File: config.mk
export PLATFORM = sky130hd
export DESIGN_NAME = sic_pattern_gen
export DESIGN_NICKNAME = d
export VERILOG_FILES = /design/src/rtl/sic_gen_pkg.sv /design/src/rtl/sic_lfsr.sv /design/src/rtl/sic_flip_decode.sv /design/src/rtl/sic_session_ctrl.sv /design/src/rtl/sic_pattern_gen.sv
export SDC_FILE = /design/constraint.sdc
export NUM_CORES = 1
export LEC_CHECK = 0
export BUFFER_PORTS_ARGS = -buffer_cell sky130_fd_sc_hd__clkbuf_2
export CELL_PAD_IN_SITES_DETAIL_PLACEMENT = 2
export CELL_PAD_IN_SITES_GLOBAL_PLACEMENT = 2
export CORE_UTILIZATION = 32
export DETAILED_ROUTE_END_ITERATION = 6
export PLACE_DENSITY = 0.81
export SYNTH_ARGS = -nofsm -noshare
export SYNTH_HDL_FRONTEND = slang
export SYNTH_SLANG_ARGS = --single-unit
File: constraint.sdc
create_clock -name clk -period 2.5 [get_ports clk]
set_input_delay 0.375 -clock clk [delete_from_list [all_inputs] [get_ports clk]]
set_output_delay 0.375 -clock clk [all_outputs]
set_load 0.02 [all_outputs]
File: src/rtl/sic_gen_pkg.sv
package sic_gen_pkg;
    typedef enum logic [1:0] {
        S_IDLE = 2'd0,
        S_RUN  = 2'd1,
        S_DONE = 2'd2
    } sess_state_t;
endpackage

File: src/rtl/sic_lfsr.sv
module sic_lfsr #(
    parameter int K = 7,
    parameter int M = 3,
    parameter logic [K-1:0] TAPS = 7'b1100000,
    parameter logic [K-1:0] SEED_DEFAULT = 7'h01
) (
    input  logic         clk,
    input  logic         rst_n,
    input  logic         load,
    input  logic [K-1:0] seed,
    input  logic         step,
    output logic [K-1:0] state_o,
    output logic [M-1:0] slice_o
);
    logic [K-1:0] st_q;
    logic [K-1:0] st_adv;

    // M single shifts per step: the low M bits are all new
    always_comb begin
        st_adv = st_q;
        for (int i = 0; i < M; i++) begin
            st_adv = {st_adv[K-2:0], ^(st_adv & TAPS)};
        end
    end

    always_ff @(posedge clk) begin
        if (!rst_n) begin
            st_q <= SEED_DEFAULT;
        end else if (load) begin
            st_q <= (seed == '0) ? SEED_DEFAULT : seed;
        end else if (step) begin
            st_q <= st_adv;
        end
    end

    assign state_o = st_q;
    assign slice_o = st_adv[M-1:0];
endmodule

File: src/rtl/sic_flip_decode.sv
module sic_flip_decode #(
    parameter int N = 8,
    parameter int M = 3
) (
    input  logic [M-1:0] sel,
    output logic [N-1:0] mask
);
    localparam bit          POW2 = ((1 << M) == N);
    localparam logic [M:0]  NV   = (M+1)'(N);

    logic [M:0] idx;

    generate
        if (POW2) begin : g_direct
            assign idx = {1'b0, sel};
        end else begin : g_fold
            assign idx = ({1'b0, sel} >= NV) ? ({1'b0, sel} - NV) : {1'b0, sel};
        end
    endgenerate

    // position 0 is x1, the most significant bit
    generate
        for (genvar b = 0; b < N; b++) begin : g_mask
            assign mask[N-1-b] = (idx == (M+1)'(b));
        end
    endgenerate
endmodule

File: src/rtl/sic_session_ctrl.sv
module sic_session_ctrl
    import sic_gen_pkg::*;
#(
    parameter int K  = 7,
    parameter int LW = 8
) (
    input  logic          clk,
    input  logic          rst_n,
    input  logic          en,
    input  logic [LW-1:0] len_in,
    output logic          valid_o,
    output logic          done_o,
    output logic          step_o,
    output logic          load_ok_o
);
    localparam int          PERIOD = 2 * ((1 << K) - 1);
    localparam logic [LW-1:0] PER  = LW'(PERIOD);

    sess_state_t   state, state_nx;
    logic [LW-1:0] cnt, len_q, len_clamp;
    logic          last;

    always_comb begin
        if (len_in == '0)      len_clamp = LW'(1);
        else if (len_in > PER) len_clamp = PER;
        else                   len_clamp = len_in;
    end

    assign last = (cnt == len_q - LW'(1));

    always_ff @(posedge clk) begin
        if (!rst_n) state <= S_IDLE;
        else        state <= state_nx;
    end

    always_ff @(posedge clk) begin
        if (!rst_n) begin
            cnt   <= '0;
            len_q <= LW'(1);
        end else if (state == S_IDLE && en) begin
            cnt   <= '0;
            len_q <= len_clamp;
        end else if (step_o) begin
            cnt   <= cnt + LW'(1);
        end
    end

    always_comb begin
        state_nx = state;
        unique case (state)
            S_IDLE:  if (en)         state_nx = S_RUN;
            S_RUN:   if (en && last) state_nx = S_DONE;
            S_DONE:  if (!en)        state_nx = S_IDLE;
            default:                 state_nx = S_IDLE;
        endcase
    end

    always_comb begin
        valid_o   = 1'b0;
        done_o    = 1'b0;
        step_o    = 1'b0;
        load_ok_o = 1'b0;
        unique case (state)
            S_IDLE: load_ok_o = 1'b1;
            S_RUN: begin
                valid_o = en;
                step_o  = en && !last;
            end
            S_DONE:  done_o = 1'b1;
            default: ;
        endcase
    end
endmodule

File: src/rtl/sic_pattern_gen.sv
module sic_pattern_gen #(
    parameter int N = 8,
    parameter int K = 7,
    parameter logic [K-1:0] TAPS = 7'b1100000,
    parameter logic [K-1:0] SEED_DEFAULT = 7'h01,
    parameter logic [N-1:0] INIT_DEFAULT = '0,
    localparam int LW = K + 1
) (
    input  logic          clk,
    input  logic          rst_n,
    input  logic          en,
    input  logic          seed_load,
    input  logic [K-1:0]  seed_in,
    input  logic          init_load,
    input  logic [N-1:0]  init_vec,
    input  logic [LW-1:0] len_in,
    output logic [N-1:0]  vec_o,
    output logic          valid_o,
    output logic          done_o
);
    localparam int M = (N > 1) ? $clog2(N) : 1;

    logic         step, load_ok;
    logic [K-1:0] lfsr_state;
    logic [M-1:0] sel;
    logic [N-1:0] mask;
    logic [N-1:0] vec_q;

    sic_session_ctrl #(.K(K), .LW(LW)) u_ctrl (
        .clk(clk), .rst_n(rst_n), .en(en), .len_in(len_in),
        .valid_o(valid_o), .done_o(done_o), .step_o(step), .load_ok_o(load_ok)
    );

    sic_lfsr #(.K(K), .M(M), .TAPS(TAPS), .SEED_DEFAULT(SEED_DEFAULT)) u_lfsr (
        .clk(clk), .rst_n(rst_n), .load(load_ok && seed_load), .seed(seed_in),
        .step(step), .state_o(lfsr_state), .slice_o(sel)
    );

    sic_flip_decode #(.N(N), .M(M)) u_dec (
        .sel(sel), .mask(mask)
    );

    always_ff @(posedge clk) begin
        if (!rst_n) begin
            vec_q <= INIT_DEFAULT;
        end else if (load_ok && init_load) begin
            vec_q <= init_vec;
        end else if (step) begin
            vec_q <= vec_q ^ mask;
        end
    end

    assign vec_o = vec_q;
endmodule

# ---- Word-level counts from Yosys, hierarchy flattened
# Index checks and enable logic that the tools add are counted.
dict set report totals {
  input_bits 28
  wordCells 55
  regBits 33
  out_inout_bits 10
}
dict set report op_classes {
  muxes 15
  n_lt_le_gt_ge 1
  n_reduce_logical 17
  n_eq_ne 13
  add_sub_neg 2
  n_bitwise 2
}
# cell count
set op_table {}
lappend op_table {{two-way mux 8 bit} 4}
lappend op_table {{two-way mux 7 bit} 3}
lappend op_table {{parity 7 bit} 3}
lappend op_table {{== test 3 bit (second input constant)} 4}
lappend op_table {{adder 8 x 1 -> 8 bit (second input constant)} 1}
lappend op_table {{== test 8 bit} 1}
lappend op_table {{greater-than comparator 8 bit (second input constant)} 1}
lappend op_table {{logical NOT 8 bit} 1}
lappend op_table {{subtractor 8 x 1 -> 8 bit (second input constant)} 1}
lappend op_table {{XOR 8 bit} 1}
lappend op_table {{logical NOT 7 bit} 1}
lappend op_table {{== test 3 x 2 -> 1 bit (second input constant)} 2}
lappend op_table {{two-way mux 2 bit} 3}
lappend op_table {{one-hot mux 2 bit (3 select lines)} 1}
lappend op_table {{logical AND 1 bit} 5}
lappend op_table {{logical NOT 4 bit} 1}
lappend op_table {{two-way mux 1 bit} 4}
lappend op_table {{inequality test 2 bit (second input constant)} 2}
lappend op_table {{nonzero test 2 bit} 2}
lappend op_table {{== test 3 x 1 -> 1 bit (second input constant)} 1}
lappend op_table {{AND reduction 3 bit} 1}
lappend op_table {{== test 2 x 1 -> 1 bit (second input constant)} 1}
lappend op_table {{== test 2 bit (second input constant)} 1}
lappend op_table {{logical NOT 2 bit} 1}
lappend op_table {{other kinds (4)} 4}

# ---- Depth between registers and ports, before layout
dict set report logic_depth {
  word_depth 7
  mapped_depth 13
  ltp_nobuf 9
}

# ---- By module
# From an unflattened synthesis, not the netlist that was laid out.
dict set report hier_totals {
  cells_unflattened 236
  hier_area_um2 1981.9
}
# mod seq_area_each_um2 n_inst area_per_inst_um2 cells_per_inst
set by_module_without_submodules {}
lappend by_module_without_submodules {sic_session_ctrl 360.3 1 1058.5 136}
lappend by_module_without_submodules {sic_pattern_gen 160.2 1 488.0 47}
lappend by_module_without_submodules {sic_lfsr 140.1 1 370.4 45}
lappend by_module_without_submodules {sic_flip_decode 0.0 1 65.1 8}

# ---- Worst setup path after synthesis
# No wires, ideal clock.
dict set report synth_timing {
  path_type {flip-flop to flip-flop}
  from {reg u_ctrl.len_q[0]}
  to {reg vec_q[1] (netlist: vec_o[1])}
  path_slack_ns 0.354
  arrival_ns 2.023
  n_path_buf 3
  required_time_ns 2.377
  path_stages_with_launch 13
  setup_ns 0.123
  period_less_slack_ns 2.146
  cell_sequence {dfxtp_1 > inv_1 > ha_1 > buf_2 > o21bai_1 > a211oi_1 > o21bai_2 > nand2_4 > a21oi_2 > buf_6 > buf_8 > a311oi_1 > nor3_1}
}
dict set report synth_via {
  elab_chain_cells 6
}
# item line
set synth_rtl {}
lappend synth_rtl {{from (decl)} sic_session_ctrl.sv:20} ;# logic [LW-1:0] cnt, len_q, len_clamp;
lappend synth_rtl {{from (signal assigned)} sic_session_ctrl.sv:42} ;# len_q <= len_clamp;
lappend synth_rtl {{subtractor 8 x 1 -> 8 bit} sic_session_ctrl.sv:29} ;# assign last = (cnt == len_q - LW'(1));
lappend synth_rtl {{== test 8 bit} sic_session_ctrl.sv:29}
lappend synth_rtl {{logical NOT 1 bit} sic_session_ctrl.sv:67} ;# step_o = en && !last;
lappend synth_rtl {{logical AND 1 bit} sic_session_ctrl.sv:67}
lappend synth_rtl {{two-way mux 1 bit} sic_session_ctrl.sv:63} ;# unique case (state)
lappend synth_rtl {{nonzero test 2 bit (no line)} n/a}
lappend synth_rtl {{to (signal assigned)} sic_pattern_gen.sv:47} ;# vec_q <= init_vec;
lappend synth_rtl {{to (signal assigned)} sic_pattern_gen.sv:49} ;# vec_q <= vec_q ^ mask;
lappend synth_rtl {{to (decl)} sic_pattern_gen.sv:27} ;# logic [N-1:0] vec_q;
# No other way between the ends.
# A chain may end at the register's enable or synchronous reset.

# ---- Worst setup path after layout
dict set report layout_timing {
  from {reg u_ctrl.len_q[1]}
  to {reg vec_q[3] (netlist: vec_o[3])}
}
# Same word-level chain as after synthesis.

==> results.json <==
{
  "slew_viol_final": 0,
  "grt_pass1_wl_um": 9894,
  "max_stage_delay_ns": 0.41,
  "cts_tree": "done",
  "root_buffer": "clkbuf_8",
  "start_util": 0.3326,
  "postPlaceCellArea_um2": 2192,
  "ff_latch_area_um2": 660.6,
  "cts_made_buffers": 5,
  "cts.path.max_buffers": 2,
  "via_count": 1879,
  "syn2layout_area_growth_pct": 15.48,
  "cts_sinks": 33,
  "drt_iter0_drc": 32,
  "ys_ff_latch": 33,
  "fin_crit_ns": 2.248,
  "grt_start_max_net_pins": 21,
  "async_reset_ff_frac": 0,
  "clkTransAtPathRegs_ns": 0.08,
  "grt.overflow.total": 0,
  "cts_hold_buf": 0,
  "finalWirelength_um": 6016,
  "critical_path_class": "reg2reg",
  "cp.required_ns": 2.70,
  "routedWlPerCell_um": 17.24,
  "setup_viol": 0,
  "drt-vias-per-instance": 5.384,
  "stdcell_area_um2": 2287,
  "synth_ff_type": "dfxtp_1",
  "ant_nets": 0,
  "worstPathCellList": "inv_1, ha_2, o21bai_1, a211oi_1, o21bai_2, nand2_4, a21oi_2, buf_4, and4_2, nor3_1",
  "ys_seq_area_frac": 0.3335,
  "status": "finished, final reports clean",
  "drtPass1Iterations": 3,
  "ir_worst_vdd_mv": 0.3351,
  "num_rows": 28,
  "die_area_um2": 6508,
  "mostFrequentLayoutCells": "clkbuf_2 (37), nand2_1 (34), dfxtp_1 (33)",
  "rsz0062_at_grt": "no",
  "htree_levels": 2,
  "powerDensity_nw_per_um2": 591.6,
  "antenna_found_initial": 0,
  "fin_crit_sh": 0.8990,
  "syn_area_per_cell_um2": 8.253,
  "drv_cap": 0,
  "cp-start-kind": "register",
  "portBuffers": 37,
  "leakagePower_nw": 0.8589,
  "synth_edf_count": 0,
  "antenna_cells": 0,
  "layout_commonest_cell": "clkbuf_2",
  "multi_input_area_um2": 1205,
  "placed_cells": 341,
  "tns_ns": 0,
  "drc": 0,
  "drive_above_1_share": 0.2409,
  "core_region_area_um2": 5956,
  "grt.total_usage": 0.2020,
  "syn_inst": 240,
  "slew_headroom": 0.5130,
  "syn_area_um2": 1981,
  "worst_slew_pin_slew_ns": 0.7253,
  "syn_nets": 270,
  "fp.dieH_um": 80.68,
  "critPathSlowestCell": "dfxtp_1",
  "place_congestion": 0.7556,
  "die_x_um": 80.68,
  "worst_ep_arrival_time_ns": 2.45,
  "ys_warn_count": 0,
  "io_pins": 38,
  "worstPathMaxFanout": 14,
  "finClkSkew_ns": 0.003767,
  "n_fill_cell": 708,
  "hpwlAfterDp_um": 4350,
  "hold_viol": 0,
  "timing.hold.ws_ns": 0.3387,
  "fin_util": 0.3840,
  "grt_pass1_vias": 2024,
  "yosysUniqueCellTypes": 47,
  "worstSetupEndpointType": "register",
  "fmax_mhz": 444.9,
  "clk_latency_ns": 0.29,
  "hp-class": "in2reg",
  "final_cell_count_no_fill": 349,
  "fin_nets": 303
}
## cell type report
cell class              count  share of cell area
repair buffers             41             0.09409
flip-flops and latches     33              0.2888
clock buffers               5             0.03009
clock inverters             3            0.007659
multi-input cells         185              0.5268
inverters                   7             0.01149
well taps                  75             0.04103
## cells in the mapped netlist, drive strengths merged (2+ instances only)
cell type,number,area (um2)
buf,7,67.56
a31oi,2,12.51
o211ai,9,67.56
nor4,3,33.78
nor2,17,66.32
and4,8,78.83
inv,7,26.28
ha,2,25.02
xnor2,13,113.9
nand2,35,138.9
o21bai,2,18.77
nor3,9,45.04
nor2b,3,18.77
o21ai,12,60.06
clkbuf,8,30.03
xor2,7,61.31
nand4,3,18.77
a21oi,5,28.78
nand2b,2,12.51
a2111oi,2,42.54
and2,5,32.53
a211oi,5,37.54
nand3b,2,15.01
nand3,17,85.08
a311oi,7,61.31
a21boi,7,52.55
dfxtp,33,660.6
## registers in the layout (all words and copies together) (netlist names)
name and cells:
u_ctrl.cnt 8, u_ctrl.state 2, vec_o 8, u_ctrl.len_q 8, u_lfsr.state_o 7
## routing by layer
metal | part of all wire | wire [um] | track usage
met1 | 0.46 | 2739 | 0.2392
met2 | 0.51 | 3084 | 0.3627
met3 | 0.019 | 113 | 0.03750
met4 | 0.013 | 78 | 0.06429
met5 | 0 | 0 | 0
## repair_timing
| action | in CTS | in global routing |
|---|---|---|
| setup endpoints to repair | 0 | 1 |
| gates resized for setup | 0 | 2 |
| buffers inserted | 0 | 0 |
## worst max-delay path: cells and delay by family (launching register included)
kind                       cells  cell delay, ns
and+or+nand+nor                3            0.56
adders and majority gates      1            0.23
DFF                            1            0.41
buffers and inverters          2            0.28
AOI/OAI and AO/OA              4            0.67
## power by group
part | internal, W | total, W | switching (W)
combinational | 0.000123 | 0.000339 | 0.000215
sequential | 0.000563 | 0.000602 | 0.0000394
clock | 0.000192 | 0.000412 | 0.000220
total | 0.000879 | 0.00135 | 0.000474
## through the flow
step / worst slack (ns) / power [W]
2_1_floorplan: 0.3537 / 0.0008511
3_3_place_gp: 0.3198 / 0.0009279
4_1_cts: 0.08043 / 0.001364
3_5_place_dp: 0.2371 / 0.0009434
5_1_grt: 0.07152 / 0.001429
6_report: 0.2524 / 0.001353
## cells by family (layout without fill, tap and decap cells)
logic type               Yosys count  after routing  synth area share
AND/OR/NAND/NOR                  106            106            0.2824
AO/OA/AOI/OAI                     56             56            0.2154
flip-flops                        33             33            0.3335
buffers and inverters             22             56           0.06254
XOR/XNOR                          20             20           0.08844
adder cells (fa/ha/maj)            2              2           0.01263
multiplexers                       1              1          0.005054
## path summary, 6_finish.rpt
kind                                                      from                              to  slack (ns)  cells past startpoint
worst min register to register  u_lfsr.state_o[0]$_SDFFE_PN1P_  u_lfsr.state_o[3]$_SDFFE_PN0P_        0.50                      2
worst max register to register    u_ctrl.len_q[1]$_SDFFE_PN0P_           vec_o[3]$_SDFFE_PN0P_        0.25                     10
worst max-delay path              u_ctrl.len_q[1]$_SDFFE_PN0P_           vec_o[3]$_SDFFE_PN0P_        0.25                     10
worst min-delay path                                 len_in[7]    u_ctrl.len_q[7]$_SDFFE_PN0P_        0.34                      3
Power figures use the tool's default switching activity.
